===== src/rtl/lockwd_pkg.sv =====
package lockwd_pkg;

    typedef enum logic [1:0] {
        ST_OFF   = 2'd0,
        ST_ARMED = 2'd1,
        ST_RUN   = 2'd2
    } wd_state_t;

    typedef enum logic {
        F_IDLE = 1'b0,
        F_HALF = 1'b1
    } key_state_t;

    localparam int ADDR_CTRL = 0;
    localparam int ADDR_TC   = 1;
    localparam int ADDR_FEED = 2;

    localparam logic [7:0] KEY_OPEN  = 8'hAA;
    localparam logic [7:0] KEY_CLOSE = 8'h55;

    localparam int CB_ENABLE = 0;
    localparam int CB_RMODE  = 1;
    localparam int CB_IMODE  = 2;
    localparam int CB_CLEAR  = 3;

endpackage


===== src/rtl/lockwd_key.sv =====
module lockwd_key
    import lockwd_pkg::*;
#(
    parameter int AW = 2
) (
    input  logic          clk,
    input  logic          rst_n,
    input  logic          clr,
    input  logic          wr_en,
    input  logic [AW-1:0] wr_addr,
    input  logic [7:0]    wr_key,
    output logic          key_ok,
    output logic          key_bad
);

    key_state_t st_q, st_d;
    logic       is_feed;

    assign is_feed = wr_en && (wr_addr == AW'(ADDR_FEED));

    always_ff @(posedge clk or negedge rst_n) begin
        if (!rst_n) begin
            st_q <= F_IDLE;
        end else if (clr) begin
            st_q <= F_IDLE;
        end else begin
            st_q <= st_d;
        end
    end

    always_comb begin
        st_d    = st_q;
        key_ok  = 1'b0;
        key_bad = 1'b0;
        unique case (st_q)
            F_IDLE: begin
                key_bad = is_feed && (wr_key != KEY_OPEN);
                if (is_feed && (wr_key == KEY_OPEN)) begin
                    st_d = F_HALF;
                end
            end
            F_HALF: begin
                key_ok  = is_feed && (wr_key == KEY_CLOSE);
                key_bad = wr_en && !key_ok;
                if (wr_en) begin
                    st_d = F_IDLE;
                end
            end
            default: st_d = F_IDLE;
        endcase
    end

    // a key can only be half-open after a write was seen
    a_r3_open_needs_write: assert property (@(posedge clk) disable iff (!rst_n)
        (st_q == F_HALF && $past(st_q) == F_IDLE) |-> $past(wr_en));

    // a broken key always closes the key
    a_r7_bad_closes: assert property (@(posedge clk) disable iff (!rst_n)
        key_bad |=> (st_q == F_IDLE));

endmodule


===== src/rtl/lockwd_ctr.sv =====
module lockwd_ctr #(
    parameter int CW = 24
) (
    input  logic          clk,
    input  logic          rst_n,
    input  logic          load,
    input  logic [CW-1:0] load_val,
    input  logic          dec,
    output logic [CW-1:0] count_o,
    output logic          zero_o
);

    logic [CW-1:0] cnt_q;

    always_ff @(posedge clk or negedge rst_n) begin
        if (!rst_n) begin
            cnt_q <= '0;
        end else if (load) begin
            cnt_q <= load_val;
        end else if (dec && (cnt_q != '0)) begin
            cnt_q <= cnt_q - 1'b1;
        end
    end

    assign count_o = cnt_q;
    assign zero_o  = (cnt_q == '0);

    // with neither load nor decrement the count does not move
    a_r8_hold: assert property (@(posedge clk) disable iff (!rst_n)
        (!load && !dec) |=> $stable(cnt_q));

    // one step per enabled cycle
    a_r4_step: assert property (@(posedge clk) disable iff (!rst_n)
        (dec && !load && cnt_q != '0) |=> (cnt_q == $past(cnt_q) - 1'b1));

endmodule


===== src/rtl/lockwd_top.sv =====
module lockwd_top
    import lockwd_pkg::*;
#(
    parameter int AW     = 2,
    parameter int DW     = 32,
    parameter int CW     = 24,
    parameter int TC_MIN = 255
) (
    input  logic          clk,
    input  logic          rst_n,
    input  logic          wr_en,
    input  logic [AW-1:0] wr_addr,
    input  logic [DW-1:0] wr_data,
    input  logic          dbg_halt,
    output logic          wd_rst_o,
    output logic          irq_o,
    output logic          flag_o,
    output logic          running_o,
    output logic [CW-1:0] count_o
);

    localparam logic [CW-1:0] TC_FLOOR = CW'(TC_MIN);

    wd_state_t     state_q, state_d;
    logic [CW-1:0] tc_q;
    logic [CW-1:0] tc_in;
    logic          rmode_q, imode_q, flag_q, rst_q;
    logic          ctrl_wr, tc_wr;
    logic          key_ok, key_bad;
    logic          live, expire, fault, kill;
    logic          ctr_load, ctr_zero;

    assign ctrl_wr = wr_en && (wr_addr == AW'(ADDR_CTRL));
    assign tc_wr   = wr_en && (wr_addr == AW'(ADDR_TC));
    assign tc_in   = wr_data[CW-1:0];

    assign live   = (state_q == ST_RUN) && !dbg_halt;
    assign expire = live && ctr_zero && !key_ok;
    assign fault  = expire || (live && key_bad);
    assign kill   = fault && rmode_q;

    assign ctr_load = (key_ok && (state_q != ST_OFF)) || (fault && !rmode_q);

    lockwd_key #(.AW(AW)) u_key (
        .clk     (clk),
        .rst_n   (rst_n),
        .clr     (kill),
        .wr_en   (wr_en),
        .wr_addr (wr_addr),
        .wr_key  (wr_data[7:0]),
        .key_ok  (key_ok),
        .key_bad (key_bad)
    );

    lockwd_ctr #(.CW(CW)) u_ctr (
        .clk      (clk),
        .rst_n    (rst_n),
        .load     (ctr_load),
        .load_val (tc_q),
        .dec      (live),
        .count_o  (count_o),
        .zero_o   (ctr_zero)
    );

    // state register
    always_ff @(posedge clk or negedge rst_n) begin
        if (!rst_n) begin
            state_q <= ST_OFF;
        end else begin
            state_q <= state_d;
        end
    end

    // next state
    always_comb begin
        state_d = state_q;
        unique case (state_q)
            ST_OFF: begin
                if (ctrl_wr && wr_data[CB_ENABLE]) begin
                    state_d = ST_ARMED;
                end
            end
            ST_ARMED: begin
                if (key_ok) begin
                    state_d = ST_RUN;
                end
            end
            ST_RUN: begin
                if (kill) begin
                    state_d = ST_OFF;
                end
            end
            default: state_d = ST_OFF;
        endcase
    end

    // outputs and configuration
    always_ff @(posedge clk or negedge rst_n) begin
        if (!rst_n) begin
            rst_q   <= 1'b0;
            flag_q  <= 1'b0;
            rmode_q <= 1'b0;
            imode_q <= 1'b0;
            tc_q    <= TC_FLOOR;
        end else begin
            rst_q <= kill;
            if (fault) begin
                flag_q <= 1'b1;
            end else if (ctrl_wr && wr_data[CB_CLEAR]) begin
                flag_q <= 1'b0;
            end
            if (ctrl_wr) begin
                rmode_q <= rmode_q | wr_data[CB_RMODE];
                imode_q <= imode_q | wr_data[CB_IMODE];
            end
            if (tc_wr) begin
                tc_q <= (tc_in < TC_FLOOR) ? TC_FLOOR : tc_in;
            end
        end
    end

    assign wd_rst_o  = rst_q;
    assign flag_o    = flag_q;
    assign irq_o     = flag_q && imode_q;
    assign running_o = (state_q == ST_RUN);

    // reset request is a single-cycle pulse
    a_r5_pulse: assert property (@(posedge clk) disable iff (!rst_n)
        wd_rst_o |=> !wd_rst_o);

    // reset request coincides with stopped counter and set flag
    a_r5_stop_flag: assert property (@(posedge clk) disable iff (!rst_n)
        wd_rst_o |-> (!running_o && flag_o));

    // leaving ARMED/RUN towards OFF only via a watchdog reset
    a_r2_sticky: assert property (@(posedge clk) disable iff (!rst_n)
        ($past(state_q) != ST_OFF && state_q == ST_OFF) |-> wd_rst_o);

    // interrupt never without the flag
    a_r6_irq_flag: assert property (@(posedge clk) disable iff (!rst_n)
        irq_o |-> flag_o);

    // no reset request caused during a halted cycle
    a_r8_halt_quiet: assert property (@(posedge clk) disable iff (!rst_n)
        wd_rst_o |-> !$past(dbg_halt));

    // stored constant never below the floor
    a_r10_floor: assert property (@(posedge clk) disable iff (!rst_n)
        tc_q >= TC_FLOOR);

endmodule


===== config.mk =====
export PLATFORM = sky130hd
export DESIGN_NAME = lockwd_top
export DESIGN_NICKNAME = d
export VERILOG_FILES = /design/src/rtl/lockwd_pkg.sv /design/src/rtl/lockwd_key.sv /design/src/rtl/lockwd_ctr.sv /design/src/rtl/lockwd_top.sv
export SDC_FILE = /design/constraint.sdc
export NUM_CORES = 1
export LEC_CHECK = 0
export ABC_AREA = 1
export BUFFER_PORTS_ARGS = -buffer_cell sky130_fd_sc_hd__buf_2
export CORE_MARGIN = 8
export CORE_UTILIZATION = 40
export DETAILED_ROUTE_END_ITERATION = 8
export GPL_TIMING_DRIVEN = 1
export PLACE_DENSITY = 0.69
export REMOVE_ABC_BUFFERS = 1
export SLEW_MARGIN = 20
export SYNTH_ARGS = -nofsm -noshare
export SYNTH_HDL_FRONTEND = slang
export SYNTH_SLANG_ARGS = --single-unit

===== constraint.sdc =====
create_clock -name clk -period 2.35 [get_ports clk]
set_input_delay 0.235 -clock clk [delete_from_list [all_inputs] [get_ports clk]]
set_output_delay 0.235 -clock clk [all_outputs]
set_load 0.03 [all_outputs]

==> out/qor.csv, run 1 <==
stage;metric;value;unit
status;status;complete, no violations;
power_and_ir_drop;peakVddDrop;0.270;mV
clocking;clkTransAtPathRegs;110;ps
synth;synth_area;3520;um2
clocking;htreeDepth;2;
clocking;root_buffer;clkbuf_8;
placement;hpwl;6880;um
setup_path;crit_type;reg -> reg;
clocking;numCtsBuffers;5;
setup_path;cp_data_arrival_time;2210;ps
final_layout;regArea;1390;um2
clocking;clock_latency;310;ps
clocking;cts_setup_buffers;0;
sta;worst_pin_slew;634;ps
min_path;hold_class;in -> reg;
drt;drt_pass1_iterations;4;
setup_path;start_kind;flip-flop;
die;die_area;12100;um2
setup_path;slowest_stage;dfrtp_1;
final_layout;fin_util;46.2;%
drt;drt-initial-drc-count;195;
power_and_ir_drop;power_density;452;nW/um2
drt;viasPerCell;5.15;
synth;ys_async_sr_fraction;100;%
sta;period_needed;2010;ps
final_layout;area_growth;13.3;%
final_layout;nFillCells;890;
die;chipWidth;110;um
synth;synth-main-ff-cell;dfrtp_1;
drt;vias;3209;
global_route;grt_pass1_wl;14800;um
synth;ys_ff_latch;55;
clocking;clk_path_buf_depth;2;
synth;avgSynthCellArea;7.64;um2
final_layout;nNetsFinal;554;
sta;tns;0;ps
global_route;grt_start_max_net_pins;45;
sta;setup_viol;0;
placement;gp_congestion;0.952;
placement;port_buffers;57;
die;rows;34;
synth;synth_cells;461;
synth;synth.distinct_cells;35;
clocking;cts_tree;done;
drt;wl_per_cell;14.0;um
setup_path;critPathCaptureType;flip-flop;
sta;finClkSkew;5.21;ps
power_and_ir_drop;p_leak;2.39;nW
final_layout;antennaDiodeCount;0;
setup_path;slowest_delay;430;ps
sta;relSlewSlack;57.7;%
drt;wirelength;8710;um
sta;finalHoldViolCount;0;
sta;finalCritPeriodShare;85.6;%
global_route;overflow;0;
final_layout;drive_above_1_share;27.0;%
run;maxCapViolCount;0;
global_route;grt_use_total;15.1;%
die;start_util;40.8;%
synth;yosysSeqAreaShare;39.4;%
drt;postRouteAntennaNets;0;
synth;synth_top_area_share;33.4;%
setup_path;worstPathRequired;2550;ps
setup_path;path_max_fanout;26;
sta;maxSlewViolCount;0;
setup_path;crit_chain;inv_1, ha_1, nand2_1, nor2_1, nand2_1, nor2_2, nand3_2, nand2_4, nand2_8, buf_4, nand3_1, nand3_2;
synth;synth.most_common_cell;nand2_1;
synth;synth_enable_flop_cells;0;
global_route;grt_pass1_vias;3167;
final_layout;multi_input_area;1890;um2
die;pin_count;66;
synth;netlist_top_cells_count;nand2_1, nor2_1, dfrtp_1, nand3_1, inv_1;
global_route;antenna_found_initial;0;
drt;post-route-drc-count;0;
synth;ys_warn_count;0;
sta;fmax;497;MHz
synth;ys_top_cells_by_area;dfrtp_1, nand2_1, nand3_1, nor2_1, dfstp_2;
synth;synth_top_area_cell;dfrtp_1;
die;dieHeight;110;um
die;core;8640;um2
sta;rsz0062_at_grt;false;
clocking;cts.sinks;55;
## sequential cells by signal, indices dropped and copies added, names as in the netlist
name           flops
wd_rst_o           1
flag_o             1
u_ctr.count_o     24
rmode_q            1
tc_q              24
u_key.st_q         1
imode_q            1
state_q            2
## cell type report
class	count	share of cell area [%]
sequential	55	34.8
multi-input combinational	352	47.3
clock buffer	5	1.73
clock inverter	3	0.627
tap	108	3.39
timing repair buffer	64	8.85
inverter	36	3.39
## per-layer routing
metal	vias up	global-route usage [%]	share of wire (%)
li1	1624	-	-
met1	1507	19.2	46
met2	68	25.0	48
met3	10	2.87	5.0
met4	0	5.21	1.7
met5	-	0	0
## critical path: cells and delay by family, from the launching register on
kind                       cells  cell delay (ps)
and+or+nand+nor                9              900
adders and majority gates      1              190
DFF                            1              430
buffers and inverters          2              380
## cells in the final DEF (no fill, tap or decap), drive strengths merged
cell / synthesis / layout
ha: 2 / 2
dfrtp: 47 / 47
o21bai: 1 / 1
clkinv: 0 / 2
or2: 4 / 4
o31ai: 1 / 1
nand2: 136 / 136
clkbuf: 7 / 5
inv: 36 / 36
dfstp: 8 / 8
xnor2: 3 / 3
nor2: 67 / 67
nor3: 5 / 5
o21ai: 6 / 6
nor4: 4 / 4
nand3: 66 / 66
clkinvlp: 0 / 1
buf: 11 / 63
xor2: 8 / 8
nand3b: 2 / 2
a21oi: 12 / 12
a22oi: 3 / 3
nand4: 27 / 27
dlygate4sd3: 0 / 1
a31oi: 5 / 5
## report_power, final
part | internal [W] | total (W) | switching [W]
sequential | 0.00104 | 0.00109 | 0.0000524
combinational | 0.0000666 | 0.000170 | 0.000104
clock | 0.000214 | 0.000544 | 0.000330
total | 0.00132 | 0.00180 | 0.000486
## kinds of logic (layout without fill, tap and decap cells)
logic type	Yosys count	in the layout	synth area share, %
AO/OA/AOI/OAI	28	28	4.51
flip-flops	55	55	39.4
XOR/XNOR	11	11	2.74
adder cells (fa/ha/maj)	2	2	0.710
AND/OR/NAND/NOR	311	311	45.6
buffers and inverters	54	108	7.10
## per-stage QoR
| stage | hold WS (ps) | total power (W) | std cells | setup slack, ps | cell area, um2 |
|---|---|---|---|---|---|
| after floorplan | -60.6 | 0.00119 | 443 | 369 | 3410 |
| after global placement | 286 | 0.00127 | 614 | 401 | 3880 |
| after detailed placement | 288 | 0.00128 | 614 | 376 | 3880 |
| after CTS | 128 | 0.00182 | 623 | 348 | 3990 |
| after global routing | 122 | 0.00189 | 623 | 179 | 3990 |
| final | 133 | 0.00180 | 623 | 339 | 3990 |
## path summary, 6_finish.rpt
path                       cells past startpoint                             to                          from  slack (ps)
setup / recovery                              12  u_ctr.count_o[12]$_DFFE_PN0P_  u_ctr.count_o[0]$_DFFE_PN0P_         340
hold / removal                                 3           tc_q[11]$_DFFE_PN0P_                   wr_data[11]         130
setup reg to reg                              12  u_ctr.count_o[12]$_DFFE_PN0P_  u_ctr.count_o[0]$_DFFE_PN0P_         340
hold reg to reg                                1         state_q[1]$_DFFE_PN0P_        state_q[1]$_DFFE_PN0P_         480
max in group asynchronous                      3            tc_q[1]$_DFFE_PN1P_                         rst_n        1230
min in group asynchronous                      2             wd_rst_o$_DFF_PN0_                         rst_n         480
## timing repair
action | in CTS | in global routing
hold buffers | 1 | 0
gates resized for setup | 0 | 0
endpoints found under the hold margin | 25 | 0
No activity file was read; power rests on OpenSTA's default activity.
==> inputs of run 2 (changes only) <==
Settings changed: CORE_UTILIZATION 40 to 56, CTS_CLUSTER_SIZE set to 20, PLACE_DENSITY 0.69 to 0.88, SETUP_SLACK_MARGIN set to 0.5.
==> out/qor.csv, run 2 (same netlist as run 1, synthesis figures left out) <==
stage;metric;value;unit;change
status;status;complete, no violations;;
placement;gp_congestion;0.897;;-5.7%
setup_path;path_max_fanout;6;;-77%
final_layout;drive_above_1_share;37.6;%;+11 points
setup_path;cp_data_arrival_time;2450;ps;+240 ps
drt;wirelength;12100;um;+39%
drt;postRouteAntennaNets;0;;unchanged
sta;tns;0;ps;unchanged
drt;drt_pass1_iterations;7;;+3
sta;setup_viol;0;;unchanged
global_route;overflow;0;;unchanged
setup_path;start_kind;flip-flop;;
sta;finalCritPeriodShare;95.9;%;+10 points
sta;rsz0062_at_grt;true;;
power_and_ir_drop;power_density;410;nW/um2;-9.4%
die;dieHeight;95.3;um;-13%
run;maxCapViolCount;0;;unchanged
setup_path;worstReg2RegStart;u_ctr.count_o[4]$_DFFE_PN0P_;;
sta;period_needed;2250;ps;+243 ps
sta;worst_pin_slew;691;ps;+57.1 ps
global_route;grt_start_max_net_pins;45;;unchanged
sta;fmax;444;MHz;-11%
clocking;clock_latency;320;ps;about the same
sta;finalHoldViolCount;0;;unchanged
sta;relSlewSlack;53.9;%;-3.9 points
global_route;grt_use_total;25.6;%;+11 points
drt;drt-initial-drc-count;536;;+170%
final_layout;area_growth;25.8;%;
drt;vias;3993;;+24%
setup_path;critPathCaptureType;flip-flop;;
power_and_ir_drop;p_leak;2.63;nW;+10%
final_layout;layout_commonest_cell;nand2_1;;
die;core;6200;um2;-28%
die;start_util;56.8;%;+16 points
setup_path;worstPathRequired;2540;ps;about the same
global_route;antenna_found_initial;0;;unchanged
sta;finClkSkew;11.9;ps;+6.65 ps
min_path;worstHoldStart;wr_data[22];;
clocking;cts.sinks;55;;unchanged
sta;maxSlewViolCount;0;;unchanged
clocking;root_buffer;clkbuf_8;;
clocking;clk_path_buf_depth;2;;unchanged
placement;port_buffers;57;;unchanged
power_and_ir_drop;peakVddDrop;0.416;mV;+54%
setup_path;startpoint;u_ctr.count_o[4]$_DFFE_PN0P_;;
placement;hpwl;6590;um;-4.3%
global_route;grt_pass1_wl;18200;um;+23%
drt;post-route-drc-count;0;;unchanged
final_layout;final_cell_mix;nand2_1, buf_2, nor2_1;;
die;pin_count;66;;unchanged
final_layout;nFillCells;406;;-54%
clocking;htreeDepth;2;;unchanged
min_path;hold_class;in -> reg;;
final_layout;nNetsFinal;589;;+6.3%
drt;wl_per_cell;19.3;um;+38%
final_layout;antennaDiodeCount;0;;unchanged
die;rows;29;;-15%
drt;viasPerCell;6.37;;+24%
die;die_area;9080;um2;-25%
global_route;grt_pass1_vias;3812;;+20%
clocking;clkTransAtPathRegs;100;ps;about the same
clocking;numCtsBuffers;5;;unchanged
power_and_ir_drop;finalPower;0.00181;W;+0.68%
die;chipWidth;95.3;um;-13%
setup_path;crit_type;reg -> reg;;
clocking;cts_tree;done;;
run 2: cell type report:
cell class	count	area (um2)	share of cell area, %
inverter	36	135	3.05
multi-input combinational	357	2110	47.7
clock buffer	5	68.8	1.55
clock inverter	3	20.0	0.452
timing repair buffer	94	594	13.4
sequential	55	1400	31.6
tap	77	96.3	2.17
run 2: power breakdown:
group / total, W / internal, W / switching [W]
clock: 0.000538 / 0.000208 / 0.000330
combinational: 0.000178 / 0.0000657 / 0.000112
sequential: 0.00110 / 0.00104 / 0.0000628
run 2: through the flow:
stage,cell area (um2),hold WS (ps),setup WS (ps),cells,util (%)
floorplan,3410,-60.6,369,443,-
global placement,3850,226,373,583,62.0
detailed placement,3850,238,266,583,62.0
CTS,4250,121,508,619,68.6
global route,4430,129,52.8,627,71.4
finish,4430,134,95.8,627,71.4
run 2: timing repair:
| item | CTS | global route |
|---|---|---|
| hold buffers | 1 | 0 |
| setup buffers | 22 | 8 |
| setup endpoints to repair | 24 | 24 |
| hold endpoints to repair | 19 | 0 |
| cloned | 5 | 0 |
| gates resized for setup | 24 | 29 |
| pin swaps | 8 | 12 |
run 2: routing by layer:
layer	up-vias	track usage, %	share of wire [%]
li1	1710	-	-
met1	1820	30.2	35
met2	346	40.7	46
met3	117	7.01	12
met4	0	16.0	7.2
met5	-	0	0
run 2: worst max-delay path, cell delays in order, from the launching register on:
cell and delay, ps:
dfrtp_1 420, nor2_2 190, nand2_2 120, nor2_1 300
nand2_1 130, nor2_2 160, nand3_2 150, nand2_8 170
buf_6 140, nand2_8 70, nand4_1 190, nand3_2 80
run 2: path summary, 6_finish.rpt:
check	endpoint	slack [ps]	cells past startpoint
max in group asynchronous	tc_q[7]$_DFFE_PN1P_	1220	3
setup / recovery	u_ctr.count_o[8]$_DFFE_PN0P_	100	11
min in group asynchronous	u_ctr.count_o[9]$_DFFE_PN0P_	440	2
setup reg to reg	u_ctr.count_o[8]$_DFFE_PN0P_	100	11
hold reg to reg	state_q[1]$_DFFE_PN0P_	470	1
hold / removal	tc_q[22]$_DFFE_PN0P_	130	3
==> inputs of run 3 (changes only) <==
==> constraint.sdc (replaced) <==
create_clock -name clk -period 2.35 [get_ports clk]
set_input_delay 0.705 -clock clk [delete_from_list [all_inputs] [get_ports clk]]
set_output_delay 0.705 -clock clk [all_outputs]
set_load 0.03 [all_outputs]
==> out/qor.csv, run 3 (same netlist as run 1, synthesis figures left out) <==
stage;metric;value;unit;change
status;status;complete, but fails checks;;
status;violations;design-rule violations;;
die;rows;29;;unchanged
global_route;grt_start_max_net_pins;45;;unchanged
clocking;clkTransAtPathRegs;110;ps;about the same
final_layout;nNetsFinal;586;;-0.51%
setup_path;worst_r2r_path_depth;9;;-2
drt;postRouteAntennaNets;0;;unchanged
final_layout;fin_util;72.5;%;+1.1 points
sta;fmax;518;MHz;+17%
clocking;clock_latency;320;ps;about the same
drt;wl_per_cell;17.5;um;-9.8%
clocking;numCtsBuffers;5;;unchanged
clocking;root_buffer;clkbuf_8;;
setup_path;crit_type;reg -> reg;;
setup_path;crit_chain;inv_2, ha_1, inv_1, nor2_1, nand3_1, xor2_1, nor2_1, nand3_1, nand3_2;;
die;chipWidth;95.3;um;unchanged
sta;finalCritPeriodShare;82.2;%;-14 points
final_layout;area_growth;27.7;%;
power_and_ir_drop;p_leak;2.65;nW;+0.91%
setup_path;worstPathRequired;2620;ps;+80 ps
die;dieHeight;95.3;um;unchanged
die;die_area;9080;um2;unchanged
final_layout;nFillCells;392;;-3.4%
global_route;grt_pass1_wl;15900;um;-13%
drt;drt_pass1_iterations;7;;unchanged
sta;rsz0062_at_grt;true;;
setup_path;path_max_fanout;5;;-1
sta;relSlewSlack;57.0;%;+3.1 points
setup_path;cp_data_arrival_time;2200;ps;-250 ps
setup_path;slowest_delay;420;ps;about the same
final_layout;final_cell_mix;nand2_1, buf_2, nor2_1;;
final_layout;drive_above_1_share;39.3;%;+1.7 points
clocking;cts.sinks;55;;unchanged
drt;wirelength;10900;um;-10%
clocking;htreeDepth;2;;unchanged
sta;worst_pin_slew;644;ps;-46.9 ps
final_layout;antennaDiodeCount;0;;unchanged
final_layout;layout_commonest_cell;nand2_1;;
placement;port_buffers;57;;unchanged
sta;finalHoldViolCount;0;;unchanged
die;core;6200;um2;unchanged
setup_path;slowest_stage;dfrtp_1;;
sta;setup_viol;0;;unchanged
drt;post-route-drc-count;1;;+1
global_route;grt_pass1_vias;3378;;-11%
clocking;cts_tree;done;;
sta;finClkSkew;13.5;ps;+1.65 ps
power_and_ir_drop;power_density;433;nW/um2;+5.6%
min_path;hold_class;in -> async;;
setup_path;start_kind;flip-flop;;
drt;vias;3724;;-6.7%
clocking;clk_path_buf_depth;2;;unchanged
setup_path;critPathCaptureType;flip-flop;;
sta;maxSlewViolCount;0;;unchanged
run;maxCapViolCount;0;;unchanged
die;pin_count;66;;unchanged
drt;drt-initial-drc-count;477;;-11%
drt;viasPerCell;5.97;;-6.3%
sta;period_needed;1930;ps;-322 ps
sta;fin_hold_ws;384;ps;+250 ps
global_route;antenna_found_initial;0;;unchanged
global_route;overflow;0;;unchanged
placement;gp_congestion;0.969;;+8.0%
placement;hpwl;6540;um;-0.63%
global_route;grt_use_total;21.9;%;-3.7 points
power_and_ir_drop;peakVddDrop;0.352;mV;-15%
die;start_util;56.8;%;unchanged
[run 3: cell count changes in the layout (fill, tap and decap cells not counted), moves of 4 or more]
| cell | before | now |
|---|---|---|
| nand2_8 | 8 | 4 |
| inv_2 | 2 | 6 |
| nor2_1 | 50 | 46 |
| buf_4 | 33 | 28 |
| inv_1 | 34 | 30 |
| nand2_2 | 25 | 29 |
[run 3: path summary, 6_finish.rpt]
| kind | startpoint | slack, ps | to |
|---|---|---|---|
| setup / recovery | u_ctr.count_o[1]$_DFFE_PN0P_ | 420 | u_ctr.count_o[22]$_DFFE_PN0P_ |
| hold / removal | rst_n | 380 | flag_o$_DFFE_PN0P_ |
| setup reg to reg | u_ctr.count_o[1]$_DFFE_PN0P_ | 420 | u_ctr.count_o[22]$_DFFE_PN0P_ |
| hold reg to reg | imode_q$_DFFE_PN0P_ | 480 | imode_q$_DFFE_PN0P_ |
| max in group asynchronous | rst_n | 1300 | tc_q[0]$_DFFE_PN1P_ |
| min in group clk | imode_q$_DFFE_PN0P_ | 480 | imode_q$_DFFE_PN0P_ |
[run 3: critical path: cells and delay by family (launching register included)]
family | cells | cell delay (ps)
and+or+nand+nor | 5 | 830
buffers and inverters | 2 | 200
xor gates and xnor gates | 1 | 180
DFF | 1 | 420
adders and majority gates | 1 | 250
[run 3: stage by stage]
stage	setup TNS (ps)	instance area, um2	cells	power [W]	setup slack [ps]
floorplan	-363	3410	443	0.00119	-65.3
global placement	0	3870	584	0.00127	182
detailed placement	0	3870	584	0.00128	144
CTS	0	4120	602	0.00194	474
global route	0	4500	624	0.00202	273
finish	0	4500	624	0.00195	418
[run 3: layout make-up]
| type | instances | area [um2] | area share [%] |
|---|---|---|---|
| Timing Repair Buffer | 93 | 679 | 15.1 |
| Multi-Input combinational cell | 355 | 2070 | 46.0 |
| Sequential cell | 55 | 1400 | 31.1 |
| Inverter | 36 | 135 | 3.00 |
| Clock inverter | 2 | 35.0 | 0.779 |
| Clock buffer | 6 | 82.6 | 1.84 |
| Tap cell | 77 | 96.3 | 2.14 |
[run 3: timing repair]
| action | CTS | global route |
|---|---|---|
| resized for setup | 15 | 49 |
| buffers inserted | 8 | 17 |
| hold buffers | 0 | 0 |
| cloned | 2 | 5 |
| setup endpoints to repair | 25 | 25 |
| pin swaps | 5 | 13 |
[run 3: where the power goes]
part | leakage (nW) | internal [W] | switching, W | total, W
registers | 0.683 | 0.00104 | 0.0000572 | 0.00109
clock network | 0.0612 | 0.000346 | 0.000330 | 0.000675
logic | 1.91 | 0.0000670 | 0.000112 | 0.000179
total | 2.65 | 0.00145 | 0.000499 | 0.00195
[run 3: routing by layer]
layer	vias to the layer above	global-route usage [%]	share of wire, %
li1	1689	-	-
met1	1748	26.7	39
met2	241	36.1	48
met3	46	5.12	9.5
met4	0	9.75	3.3
met5	-	0	0
